[config.mk]
export PLATFORM = sky130hd
export DESIGN_NAME = dma_io_decoder
export DESIGN_NICKNAME = d
export VERILOG_FILES = /design/src/rtl/dma_dec_pkg.sv /design/src/rtl/dma_dec_ctrl.sv /design/src/rtl/dma_dec_dp.sv /design/src/rtl/dma_io_decoder.sv
export SDC_FILE = /design/constraint.sdc
export NUM_CORES = 1
export LEC_CHECK = 0
export BUFFER_PORTS_ARGS = -buffer_cell sky130_fd_sc_hd__buf_2
export CAP_MARGIN = 20
export CORE_MARGIN = 10
export CORE_UTILIZATION = 30
export CTS_BUF_LIST = sky130_fd_sc_hd__clkbuf_8
export CTS_CLUSTER_DIAMETER = 60
export DETAILED_ROUTE_END_ITERATION = 8
export HOLD_SLACK_MARGIN = 0.08
export PLACE_DENSITY = 0.76
export SLEW_MARGIN = 10
export SYNTH_ARGS = -nofsm -noshare
export SYNTH_HDL_FRONTEND = slang
export SYNTH_SLANG_ARGS = --single-unit
export TNS_END_PERCENT = 5
[constraint.sdc]
create_clock -name clk -period 0.85 [get_ports clk]
set_input_delay 0.0425 -clock clk [delete_from_list [all_inputs] [get_ports clk]]
set_output_delay 0.0425 -clock clk [all_outputs]
set_load 0.05 [all_outputs]
[src/rtl/dma_dec_pkg.sv]
package dma_dec_pkg;

  // Registered strobe set handed from control to datapath and ports
  typedef struct packed {
    logic dack;
    logic tc;
    logic rd;
    logic wr;
    logic verify;
  } dmaStrb_t;

endpackage

[src/rtl/dma_dec_ctrl.sv]
module dma_dec_ctrl
  import dma_dec_pkg::*;
#(
  parameter int ADDR_W    = 16,
  parameter int BE_W      = 4,
  parameter int PER_BE    = 2,
  parameter int TC_BIT    = 2,
  parameter int BASE_NORM = 'h000,
  parameter int BASE_VFY  = 'h0C0
) (
  input  logic              clk,
  input  logic              rstN,
  input  logic              dmaGrant,
  input  logic              ioValid,
  input  logic              ioWrite,
  input  logic [ADDR_W-1:0] ioAddr,
  input  logic [BE_W-1:0]   byteEn,
  output logic              capture,
  output dmaStrb_t          strbQ
);

  localparam logic [ADDR_W-1:0] TC_MASK  = ADDR_W'(1) << TC_BIT;
  localparam logic [ADDR_W-1:0] NORM_ADR = ADDR_W'(BASE_NORM);
  localparam logic [ADDR_W-1:0] VFY_ADR  = ADDR_W'(BASE_VFY);

  logic     isNorm, isVfy, beOk, claimNow;
  dmaStrb_t strbD;

  always_comb begin
    isNorm   = (ioAddr & ~TC_MASK) == NORM_ADR;
    isVfy    = (ioAddr & ~TC_MASK) == VFY_ADR;
    beOk     = byteEn[0] && (byteEn[BE_W-1:PER_BE] == '0);
    claimNow = ioValid && dmaGrant && beOk && (isNorm || (isVfy && !ioWrite));

    strbD        = '0;
    strbD.dack   = claimNow;
    strbD.tc     = claimNow && ioAddr[TC_BIT];
    strbD.rd     = claimNow && isNorm && !ioWrite;
    strbD.wr     = claimNow && isNorm && ioWrite;
    strbD.verify = claimNow && isVfy;
  end

  assign capture = claimNow;

  always_ff @(posedge clk or negedge rstN) begin
    if (!rstN) strbQ <= '0;
    else       strbQ <= strbD;
  end

  // no grant, no acknowledge
  p_no_grant_r2: assert property (@(posedge clk) disable iff (!rstN)
    !dmaGrant |=> !strbQ.dack);

  // idle clock gives idle strobes
  p_idle_r12: assert property (@(posedge clk) disable iff (!rstN)
    !ioValid |=> (strbQ == '0));

  // verify write never claimed
  p_vfy_write_r7: assert property (@(posedge clk) disable iff (!rstN)
    (ioValid && ioWrite && isVfy) |=> !strbQ.dack);

  // upper lane enables block the claim
  p_upper_lane_r8: assert property (@(posedge clk) disable iff (!rstN)
    (byteEn[BE_W-1:PER_BE] != '0) |=> !strbQ.dack);

  // terminal count only alongside acknowledge
  p_tc_with_dack_r5: assert property (@(posedge clk) disable iff (!rstN)
    strbQ.tc |-> strbQ.dack);

  // read and write strobes are exclusive
  p_rd_wr_excl_r3: assert property (@(posedge clk) disable iff (!rstN)
    !(strbQ.rd && strbQ.wr));

  // verify moves no data
  p_vfy_quiet_r6: assert property (@(posedge clk) disable iff (!rstN)
    strbQ.verify |-> (strbQ.dack && !strbQ.rd && !strbQ.wr));

endmodule

[src/rtl/dma_dec_dp.sv]
module dma_dec_dp
  import dma_dec_pkg::*;
#(
  parameter int HOST_W = 32,
  parameter int PER_W  = 16
) (
  input  logic              clk,
  input  logic              rstN,
  input  logic              capture,
  input  logic [HOST_W/8-1:0] byteEn,
  input  logic [HOST_W-1:0] hostWdata,
  input  logic [PER_W-1:0]  perRdata,
  input  dmaStrb_t          strbQ,
  output logic [PER_W-1:0]  perWdata,
  output logic [HOST_W-1:0] hostRdata
);

  localparam int BE_W   = HOST_W / 8;
  localparam int PER_BE = PER_W / 8;

  logic [PER_BE-1:0] laneQ;

  for (genvar i = 0; i < BE_W; i++) begin : g_lane
    if (i < PER_BE) begin : g_low
      always_ff @(posedge clk or negedge rstN) begin
        if (!rstN) begin
          laneQ[i]          <= 1'b0;
          perWdata[i*8 +: 8] <= '0;
        end else begin
          if (capture) laneQ[i] <= byteEn[i];
          perWdata[i*8 +: 8] <= (capture && byteEn[i]) ? hostWdata[i*8 +: 8] : 8'h00;
        end
      end
      assign hostRdata[i*8 +: 8] = (strbQ.rd && laneQ[i]) ? perRdata[i*8 +: 8] : 8'h00;
    end else begin : g_high
      assign hostRdata[i*8 +: 8] = 8'h00;
    end
  end

  // byte write leaves the upper peripheral lane clear
  p_wdata_lane_r10: assert property (@(posedge clk) disable iff (!rstN)
    (capture && !byteEn[1]) |=> (perWdata[15:8] == 8'h00));

  // no read strobe, no returned data
  p_rdata_quiet_r11: assert property (@(posedge clk) disable iff (!rstN)
    !strbQ.rd |-> (hostRdata == '0));

endmodule

[src/rtl/dma_io_decoder.sv]
module dma_io_decoder
  import dma_dec_pkg::*;
#(
  parameter int ADDR_W    = 16,
  parameter int HOST_W    = 32,
  parameter int PER_W     = 16,
  parameter int TC_BIT    = 2,
  parameter int BASE_NORM = 'h000,
  parameter int BASE_VFY  = 'h0C0
) (
  input  logic                clk,
  input  logic                rstN,
  input  logic                dmaGrant,
  input  logic                ioValid,
  input  logic                ioWrite,
  input  logic [ADDR_W-1:0]   ioAddr,
  input  logic [HOST_W/8-1:0] byteEn,
  input  logic [HOST_W-1:0]   hostWdata,
  output logic [HOST_W-1:0]   hostRdata,
  input  logic [PER_W-1:0]    perRdata,
  output logic [PER_W-1:0]    perWdata,
  output logic                dackOut,
  output logic                tcOut,
  output logic                perRd,
  output logic                perWr,
  output logic                verifyOut
);

  localparam int BE_W   = HOST_W / 8;
  localparam int PER_BE = PER_W / 8;

  logic     capture;
  dmaStrb_t strbQ;

  dma_dec_ctrl #(
    .ADDR_W(ADDR_W), .BE_W(BE_W), .PER_BE(PER_BE), .TC_BIT(TC_BIT),
    .BASE_NORM(BASE_NORM), .BASE_VFY(BASE_VFY)
  ) u_ctrl (
    .clk(clk), .rstN(rstN), .dmaGrant(dmaGrant), .ioValid(ioValid),
    .ioWrite(ioWrite), .ioAddr(ioAddr), .byteEn(byteEn),
    .capture(capture), .strbQ(strbQ)
  );

  dma_dec_dp #(.HOST_W(HOST_W), .PER_W(PER_W)) u_dp (
    .clk(clk), .rstN(rstN), .capture(capture), .byteEn(byteEn),
    .hostWdata(hostWdata), .perRdata(perRdata), .strbQ(strbQ),
    .perWdata(perWdata), .hostRdata(hostRdata)
  );

  assign dackOut   = strbQ.dack;
  assign tcOut     = strbQ.tc;
  assign perRd     = strbQ.rd;
  assign perWr     = strbQ.wr;
  assign verifyOut = strbQ.verify;

endmodule

# == Word-level counts from Yosys, hierarchy flattened ==
# Cells that the tools add are included.
# word_totals
out_inout_bits,53
inputBits,73
ff_bits,23
# op_classes
reduce_logical,18
n_eq_ne,1
mux,4
# ops
operator,count
8-bit two-way mux,4
16-bit logical NOT,1
15-bit by 7-bit equality test with 1-bit output (second input constant),1
1-bit logical AND,14
2-bit logical NOT,1
1-bit logical NOT,1
1-bit logical OR,1

# == Depth between registers and ports, before layout ==
# Gate-level depths: netlist of the first run.
# depth
ltp_word,6
ltp_mapped,5
ltp_nobuf,4

# == By module ==
# From an unflattened synthesis of the first run, not the netlist that was laid out.
# hier_totals
hier_cells,95
hier_area_um2,1093.5
# modules_own_cells
module,area_each_um2,seq_area_each_um2,n_inst,cells_per_inst
dma_dec_dp,820.8,450.4,1,71
dma_dec_ctrl,272.8,125.1,1,24

# == Worst setup path after synthesis of the first run ==
# OpenSTA, ideal clock, no wires.
# synth_path
path_type,register -> output
startpoint,"register, netlist name u_ctrl.strbQ[2]"
endpoint,output port hostRdata[0]
arrival_ps,1393
t_required_ps,808
slack_ps,-586
path_buffers,1
path_stages_with_launch,3
path_cell_list,dfrtp_1 > clkbuf_1 > and3_1
# synth_between
elab_chain_cells,2
# synth_lines
element,line,source
1-bit logical AND,dma_dec_dp.sv:34,assign hostRdata[i*8 +: 8] = (strbQ.rd && laneQ[i]) ? perRdata[i*8 +: 8] : 8'h00;
8-bit two-way mux,dma_dec_dp.sv:34,
end: declaration,dma_io_decoder.sv:19,"output logic [HOST_W-1:0] hostRdata,"
# No other way between the ends.

# == Worst setup path in the final report of the first run ==
# layout_path
startpoint,"register, netlist name u_ctrl.strbQ[2]"
endpoint,output port hostRdata[6]
# layout_between
elab_chain_cells,2
# layout_lines
element,line
1-bit logical AND,dma_dec_dp.sv:34
8-bit two-way mux,dma_dec_dp.sv:34
# No other way between the ends.

==> results.py, run 1 <==
metrics = {
    "synth": {
        "avgSynthCellArea_um2": 11.2,
        "synth_cell_types": 19,
        "synth_cells": 93,
        "ys_seq_elements": 23,
        "netlist_area_um2": 1040,
        "ys_seq_area_frac": 0.553,
        "ys_warn_count": 0,
    },
    "drt": {
        "wl_um": 4270,
        "vias": 1139,
        "wl_per_cell_um": 16.5,
        "drc_errors": 0,
        "initialDrtViolationCount": 50,
        "drtAntennaViolNets": 0,
        "firstDrtPassIters": 4,
        "viasPerCell": 4.40,
    },
    "timing": {
        "post-route-min-period_ns": 1.19,
        "slew_violations": 0,
        "fin_ws_ns": -0.341,
        "worst_hold_slack_ns": 0.0573,
        "fmax_mhz": 840,
        "hold_viol_final": 0,
        "rsz0062_at_grt": "yes",
        "tns_ns": -6.44,
        "final.period_utilization": 1.40,
        "finClkSkew_ns": 0,
        "setup-violations-final": 37,
    },
    "die": {
        "die_y_um": 78.9,
        "die_x_um": 78.9,
        "fp.coreArea_um2": 3340,
        "rows": 21,
        "start_util": 0.312,
        "io-pin-count": 126,
        "die_area_um2": 6230,
    },
    "finish": {
        "nets": 286,
        "syn2layout_area_growth_pct": 107,
        "drive_above_1_share": 0.627,
        "finalInstanceArea_um2": 2160,
        "n_fill_cell": 270,
    },
    "pwr": {
        "p_switching_mw": 0.581,
        "power.internal_mw": 1.59,
        "p_comb_frac": 0.196,
        "p_seq_frac": 0.503,
        "leakage_nw": 1.15,
        "power.share.switching": 0.268,
        "powerDensity_nw_per_um2": 1010,
        "clock_power_share": 0.300,
        "ir_worst_vdd_uv": 1160,
        "p_total_mw": 2.17,
    },
    "clocking": {
        "cts_tree": "yes",
        "cts.sinks": 23,
        "cts_inserted_buffers": 3,
        "clock_latency_ns": 0.26,
        "clkTransAtPathRegs_ns": 0.07,
        "ctsHoldBuffers": 18,
        "cts_root_buf": "clkbuf_8",
        "clk_path_buf_depth": 2,
        "htreeDepth": 1,
    },
    "setup_path": {
        "path_class": "flop to output pin",
        "cp.arrival_ns": 1.15,
        "cpPeakStageDelay_ns": 0.43,
        "crit_family": "flip-flops",
        "crit_chain": "buf_12 > and3_4 > buf_6",
        "endpoint_kind": "output pin",
        "worst_setup_path_start_kind": "flop",
        "cp_num_buf_inv": 2,
        "worstPathRequired_ns": 0.81,
        "worstPathMaxFanout": 12,
        "crit_slowest_cell": "dfrtp_2",
    },
    "global_routing": {
        "grt_pass1_wl_um": 6710,
        "overflow": 0,
        "grt_max_degree": 24,
        "grt_pass1_vias": 1352,
        "track_usage": 0.133,
        "antenna_found_initial": 1,
    },
    "job": {
        "maxCapViolCount": 0,
    },
    "hold_path": {
        "hold_path_class": "input pin to flop",
    },
    "run_status": {
        "status": "complete, but fails checks",
        "violations": "negative setup slack",
    },
    "place": {
        "place_area_um2": 1600,
        "place_hpwl_um": 2930,
        "portBuffers": 93,
        "routabilityCongestion": 0.731,
    },
}
-- worst min-delay path: cells and delay by family --
family / cells / cell delay [ns]
buffers and inverters: 2 / 0.20
AND/OR/NAND/NOR: 1 / 0.04
-- sequential cells by signal (all words and copies together), names as in the netlist --
signal,cells
u_ctrl.strbQ,5
u_dp.laneQ,2
u_dp.perWdata,16
-- what timing repair did --
item	4_1_cts	5_1_grt
buffers inserted	2	0
pin swaps	4	0
gates resized for setup	88	2
endpoints found under the setup margin	59	59
endpoints found under the hold margin	43	3
-- per-layer routing --
layer | GRT usage | share of wire
met1 | 0.131 | 0.35
met2 | 0.252 | 0.55
met3 | 0.0462 | 0.079
met4 | 0.0502 | 0.027
met5 | 0 | 0
-- area by class of cell --
class	instances	area, um2	area share
Sequential cell	23	579	0.269
Clock buffer	3	41.3	0.0191
Timing Repair Buffer	119	963	0.447
Clock inverter	1	5.00	0.00232
Tap cell	46	57.6	0.0267
Multi-Input combinational cell	66	508	0.235
Antenna cell	1	2.50	0.00116
-- power groups by stage --
stage                     Clock, mW  Sequential (mW)  Combinational (mW)
after global placement            0             1.11               0.334
after detailed placement          0             1.11               0.339
after floorplan                   0             1.12               0.228
final                         0.652             1.09               0.427
after global routing          0.735             1.09               0.456
after CTS                     0.663             1.09               0.415
-- metrics by stage --
stage / util / std cells / worst slack [ns]
2_1_floorplan: - / 108 / -0.254
3_5_place_dp: 0.479 / 234 / -0.442
5_1_grt: 0.646 / 259 / -0.381
4_1_cts: 0.643 / 258 / -0.350
6_report: 0.646 / 259 / -0.341
3_3_place_gp: 0.479 / 234 / -0.356
-- cells in the final DEF, fill, tap and decap left out, drive strengths merged, types with 3 or more instances in the layout --
cell type / count
and2: 9
nor4: 3
buf: 101
dlygate4sd3: 18
nor3: 4
conb: 16
clkbuf: 3
and3: 24
dfrtp: 23
-- Yosys cell counts (all sizes together) --
cell / n / area share
and2: 9 / 0.054
and3: 24 / 0.14
and4b: 1 / 0.0096
buf: 18 / 0.13
clkbuf: 1 / 0.0036
conb: 1 / 0.0036
dfrtp: 23 / 0.55
mux2: 1 / 0.011
nand2: 2 / 0.0072
nand3: 1 / 0.0048
nor2: 1 / 0.0036
nor3: 4 / 0.024
nor4: 3 / 0.018
nor4b: 1 / 0.014
o21ba: 1 / 0.0096
or2: 2 / 0.012
-- path summary, 6_finish.rpt --
path / startpoint / end / slack [ns] / depth (start not counted)
min in group asynchronous: rstN / u_dp.perWdata[9]$_DFF_PN0_ / 0.28 / 2
min: ioWrite / u_ctrl.strbQ[2]$_DFF_PN0_ / 0.06 / 3
max in group asynchronous: rstN / u_ctrl.strbQ[2]$_DFF_PN0_ / 0.21 / 2
max: u_ctrl.strbQ[2]$_DFF_PN0_ / hostRdata[6] / -0.34 / 3
min reg2reg: u_dp.laneQ[0]$_DFFE_PN0P_ / u_dp.laneQ[0]$_DFFE_PN0P_ / 0.62 / 1
max reg2reg: u_dp.laneQ[1]$_DFFE_PN0P_ / u_dp.laneQ[1]$_DFFE_PN0P_ / -0.03 / 1
-- kinds of logic (layout without fill, tap and decap cells) --
| family | Yosys count | count (layout) | synth area share |
|---|---|---|---|
| multiplexers | 1 | 1 | 0.0108 |
| buffers and inverters | 19 | 123 | 0.131 |
| flip-flops | 23 | 23 | 0.553 |
| AND/OR/NAND/NOR | 48 | 48 | 0.292 |
| other | 1 | 17 | 0.00360 |
| AO/OA/AOI/OAI | 1 | 1 | 0.00962 |
Note: power is estimated with default switching activity, not from simulation.
==> run 2: changes to the inputs <==
Settings changed: PLACE_DENSITY 0.76 to 0.78.
==> run 2 against run 1 <==
Largest power group unchanged. Clock power is essentially flat. The run still ends with negative setup slack left. Flip-flop and latch count is the same. Global-route usage grew 0.46 points. Sequential share of layout area shrank 0.19 points. Combinational power grew 4%. Power grew 0.80%. Worst hold slack lost 0.013 ns. First-iteration DRC count grew 32%. Via count shrank 0.97%.
==> results.py, run 2 (synthesized netlist as in run 1, its figures left out) <==
metrics = {
    "timing": {
        "tns_ns": -6.41,
        "post-route-min-period_ns": 1.19,
        "finClkSkew_ns": 0,
        "fmax_mhz": 840,
        "fin_ws_ns": -0.340,
        "worst_hold_slack_ns": 0.0439,
        "hold_viol_final": 0,
        "final.period_utilization": 1.40,
        "rsz0062_at_grt": "yes",
        "slew_violations": 0,
        "setup-violations-final": 40,
    },
    "pwr": {
        "p_comb_frac": 0.202,
        "powerDensity_nw_per_um2": 1010,
        "clock_power_share": 0.299,
        "ir_worst_vdd_uv": 578,
        "leakage_nw": 1.15,
        "p_switching_mw": 0.589,
        "p_seq_frac": 0.499,
        "power.share.switching": 0.269,
        "power.internal_mw": 1.60,
    },
    "setup_path": {
        "reg2reg_to": "u_dp.laneQ[0]$_DFFE_PN0P_",
        "crit_chain": "buf_6 > and3_4 > buf_6",
        "worst_setup_path_start_kind": "flop",
        "cp_num_buf_inv": 2,
        "path_common_cell": "buf_6",
        "worstPathMaxFanout": 8,
        "crit_slowest_cell": "dfrtp_2",
        "endpoint_kind": "output pin",
        "cp.arrival_ns": 1.15,
        "path_class": "flop to output pin",
        "worstPathRequired_ns": 0.81,
        "cpPeakStageDelay_ns": 0.43,
        "reg2reg_depth": 1,
        "crit_family": "flip-flops",
        "r2r-start": "u_dp.laneQ[0]$_DFFE_PN0P_",
        "rrSetupSlack_ns": -0.04,
    },
    "clocking": {
        "cts_tree": "yes",
        "cts_inserted_buffers": 3,
        "cts.sinks": 23,
        "htreeDepth": 1,
        "clock_latency_ns": 0.26,
        "ctsHoldBuffers": 18,
        "clkTransAtPathRegs_ns": 0.08,
        "cts_root_buf": "clkbuf_8",
        "clk_path_buf_depth": 2,
    },
    "global_routing": {
        "grt_pass1_wl_um": 6720,
        "antenna_found_initial": 1,
        "grt_pass1_vias": 1348,
        "track_usage": 0.138,
        "overflow": 0,
        "grt_max_degree": 24,
    },
    "die": {
        "start_util": 0.312,
        "die_area_um2": 6230,
        "fp.coreArea_um2": 3340,
        "rows": 21,
        "die_y_um": 78.9,
        "io-pin-count": 126,
        "die_x_um": 78.9,
    },
    "finish": {
        "syn2layout_area_growth_pct": 109,
        "nets": 285,
        "reg.largest.list": "u_dp.perWdata: 16 flops, u_ctrl.strbQ: 5 flops, u_dp.laneQ: 2 flops",
        "largest_reg_flops": 16,
        "max_flop_register": "u_dp.perWdata",
        "final_cell_mix": "buf_2, buf_6, dfrtp_1, dlygate4sd3_1",
        "layout.cells.most_common": "buf_2",
        "finalInstanceArea_um2": 2170,
        "drive_above_1_share": 0.630,
        "n_fill_cell": 271,
    },
    "drt": {
        "drtAntennaViolNets": 0,
        "wl_um": 4420,
        "drc_errors": 0,
        "wl_per_cell_um": 17.1,
        "initialDrtViolationCount": 66,
        "firstDrtPassIters": 4,
        "viasPerCell": 4.37,
        "vias": 1128,
    },
    "job": {
        "maxCapViolCount": 0,
    },
    "place": {
        "portBuffers": 93,
        "routabilityCongestion": 0.771,
        "place_hpwl_um": 2930,
        "place_area_um2": 1590,
    },
    "hold_path": {
        "hold_path_class": "input pin to flop",
        "min_to": "u_ctrl.strbQ[2]$_DFF_PN0_",
        "hold_path_depth": 3,
        "min_from": "ioWrite",
    },
    "run_status": {
        "violations": "negative setup slack",
        "status": "complete, but fails checks",
    },
}
-- run 2: changes by cell type in the layout (fill, tap and decap cells not counted), sizes merged --
cell,previous run,this run
buf,101,100
-- run 2: repair_timing --
item                                    in CTS  in global routing
pin swaps                                    3                  0
endpoints found under the setup margin      58                 59
endpoints found under the hold margin       43                  3
gates resized for setup                     84                  9
buffers inserted                             2                  0
-- run 2: metrics by stage --
| step | instances | utilization | setup WS [ns] | power, mW |
|---|---|---|---|---|
| after CTS | 257 | 0.637 | -0.334 | 2.17 |
| after floorplan | 108 | - | -0.254 | 1.34 |
| after global routing | 258 | 0.651 | -0.384 | 2.32 |
| after global placement | 233 | 0.477 | -0.338 | 1.45 |
| final | 258 | 0.651 | -0.340 | 2.19 |
| after detailed placement | 233 | 0.477 | -0.422 | 1.45 |
-- run 2: layout make-up --
type	instances	area, um2	share of cell area
Tap cell	46	57.6	0.0265
Timing Repair Buffer	118	968	0.446
Clock inverter	1	5.00	0.00230
Clock buffer	3	41.3	0.0190
Sequential cell	23	579	0.267
Multi-Input combinational cell	66	518	0.238
Antenna cell	1	2.50	0.00115
-- run 2: routing by layer --
metal | routed length [um] | vias up | GRT usage
met5 | 0 | - | 0
met4 | 160 | 0 | 0.0789
met3 | 424 | 10 | 0.0462
met2 | 2510 | 80 | 0.273
met1 | 1320 | 517 | 0.116
li1 | - | 521 | -
-- run 2: power groups by stage --
| stage | Sequential, mW | Clock, mW | Combinational [mW] |
|---|---|---|---|
| after floorplan | 1.12 | 0 | 0.228 |
| after global placement | 1.11 | 0 | 0.335 |
| after detailed placement | 1.11 | 0 | 0.340 |
| after CTS | 1.09 | 0.655 | 0.420 |
| after global routing | 1.09 | 0.754 | 0.471 |
| final | 1.09 | 0.654 | 0.442 |
-- run 2: worst max-delay path by stage --
stage               cells past startpoint  slack (ns)                     endpoint                       from
global placement                        6       -0.34  u_dp.perWdata[10]$_DFF_PN0_                  byteEn[2]
finish                                  3       -0.34                 hostRdata[9]  u_ctrl.strbQ[2]$_DFF_PN0_
CTS                                     3       -0.33                hostRdata[10]  u_ctrl.strbQ[2]$_DFF_PN0_
global route                            3       -0.38                 hostRdata[9]  u_ctrl.strbQ[2]$_DFF_PN0_
detailed placement                      6       -0.42   u_dp.perWdata[8]$_DFF_PN0_                  ioAddr[3]
floorplan                               5       -0.25    u_dp.laneQ[1]$_DFFE_PN0P_                  ioAddr[3]
==> run 3: changes to the inputs <==
Settings changed: SETUP_SLACK_MARGIN set to 0.2.
==> run 3 against run 2 <==
Critical endpoint unchanged. Flip-flop and latch count did not move. Clock-buffer cell count did not move. Via count shrank 8.7%. Combinational power is 16% lower. Sequential power barely moved. Core utilization down 4.9 points. Sequential share of layout area grew 2.2 points. Highest routed layer unchanged. Clock power is 4.3% lower. Final area decreased by 7.5%. The flow finishes with violations (negative hold slack, negative setup slack).
==> results.py, run 3 (synthesized netlist as in run 1, its figures left out) <==
metrics = {
    "timing": {
        "fin_ws_ns": -0.336,
        "rsz0062_at_grt": "yes",
        "finClkSkew_ns": 0,
        "fmax_mhz": 843,
        "final.period_utilization": 1.40,
        "post-route-min-period_ns": 1.19,
        "slew_violations": 0,
        "worst_hold_slack_ns": -0.266,
        "setup-violations-final": 29,
        "hold_viol_final": 25,
    },
    "finish": {
        "layout.cells.most_common": "buf_2",
        "reg.largest.list": "u_dp.perWdata: 16 flops, u_ctrl.strbQ: 5 flops, u_dp.laneQ: 2 flops",
        "nets": 271,
        "largest_reg_flops": 16,
        "syn2layout_area_growth_pct": 93.0,
        "final_cell_mix": "buf_2, buf_6, dfrtp_1, and3_4, conb_1",
        "final_util": 0.602,
        "drive_above_1_share": 0.665,
        "n_antenna_cell": 0,
        "max_flop_register": "u_dp.perWdata",
    },
    "drt": {
        "wl_per_cell_um": 15.8,
        "viasPerCell": 4.24,
        "vias": 1030,
        "drc_errors": 0,
        "wl_um": 3840,
        "drtAntennaViolNets": 0,
        "initialDrtViolationCount": 35,
        "firstDrtPassIters": 4,
    },
    "global_routing": {
        "track_usage": 0.114,
        "overflow": 0,
        "grt_max_degree": 24,
        "grt_pass1_vias": 1212,
        "grt_pass1_wl_um": 5740,
        "antenna_found_initial": 0,
    },
    "setup_path": {
        "r2r-start": "u_dp.laneQ[0]$_DFFE_PN0P_",
        "cpPeakStageDelay_ns": 0.43,
        "cp.arrival_ns": 1.14,
        "path_common_cell": "buf_6",
        "reg2reg_depth": 1,
        "reg2reg_to": "u_dp.laneQ[0]$_DFFE_PN0P_",
        "crit_slowest_cell": "dfrtp_2",
        "endpoint_kind": "output pin",
        "rrSetupSlack_ns": -0.04,
        "worstPathMaxFanout": 8,
        "path_class": "flop to output pin",
        "crit_chain": "buf_6 > and3_4 > buf_6",
        "worstPathRequired_ns": 0.81,
        "worst_setup_path_start_kind": "flop",
    },
    "die": {
        "die_y_um": 78.9,
        "die_area_um2": 6230,
        "start_util": 0.312,
        "io-pin-count": 126,
        "rows": 21,
        "die_x_um": 78.9,
        "fp.coreArea_um2": 3340,
    },
    "clocking": {
        "cts.sinks": 23,
        "cts_inserted_buffers": 3,
        "htreeDepth": 1,
        "clkTransAtPathRegs_ns": 0.07,
        "clock_latency_ns": 0.26,
        "cts_tree": "yes",
        "cts_root_buf": "clkbuf_8",
        "clk_path_buf_depth": 2,
    },
    "hold_path": {
        "hold_path_class": "input pin to async pin",
    },
    "pwr": {
        "powerDensity_nw_per_um2": 1040,
        "leakage_nw": 1.09,
        "ir_worst_vdd_uv": 1080,
        "p_total_mw": 2.09,
    },
    "place": {
        "portBuffers": 93,
        "routabilityCongestion": 0.797,
        "place_hpwl_um": 2950,
    },
    "job": {
        "maxCapViolCount": 0,
    },
    "run_status": {
        "status": "complete, but fails checks",
        "violations": "negative hold slack, negative setup slack",
    },
}
==> run 3: cell type report <==
class,instances,area [um2]
well taps,46,57.6
clock inverters,1,3.75
flip-flops and latches,23,579
clock buffers,3,41.3
fillers,279,1330
repair buffers,104,822
multi-input cells,66,505
==> run 3: how the worst max path moves through the flow <==
stage	end	slack, ns	from
final	hostRdata[9]	-0.34	u_ctrl.strbQ[2]$_DFF_PN0_
after floorplan	u_dp.laneQ[1]$_DFFE_PN0P_	-0.25	ioAddr[3]
after global placement	u_dp.perWdata[10]$_DFF_PN0_	-0.34	byteEn[2]
after global routing	hostRdata[8]	-0.37	u_ctrl.strbQ[2]$_DFF_PN0_
after detailed placement	u_dp.perWdata[14]$_DFF_PN0_	-0.39	byteEn[2]
after CTS	hostRdata[10]	-0.34	u_ctrl.strbQ[2]$_DFF_PN0_
==> run 3: where the power goes <==
part           total [mW]  internal, mW  switching, mW
Combinational       0.373         0.134          0.239
Clock               0.626         0.321          0.304
Sequential           1.09          1.09      0.0000249
==> run 3: through the flow <==
stage	hold WS [ns]	cells	setup WS [ns]	cell area, um2	TNS [ns]
4_1_cts	-0.256	239	-0.337	1950	-6.07
2_1_floorplan	-0.253	108	-0.254	1180	-4.98
3_5_place_dp	0.0238	233	-0.392	1590	-10.62
5_1_grt	-0.239	243	-0.373	2010	-7.98
3_3_place_gp	0.0227	233	-0.344	1590	-9.62
6_report	-0.266	243	-0.336	2010	-5.84
==> run 3: critical path: cells and delay by family, from the launching register on <==
family | cells | cell delay (ns)
buffers and inverters | 2 | 0.29
DFF | 1 | 0.43
and+or+nand+nor | 1 | 0.16
==> run 3: metal layers <==
layer	vias to the layer above	part of all wire	global-route usage
li1	495	-	-
met1	462	0.36	0.106
met2	69	0.55	0.225
met3	4	0.084	0.0450
met4	0	0.014	0.0287
met5	-	0	0
==> run 3: repair_timing <==
item                                    in CTS  in global routing
resized for setup                           87                  3
buffers inserted                             2                  0
pin swaps                                    6                  0
endpoints found under the setup margin      60                 60
hold endpoints to repair                    43                 43
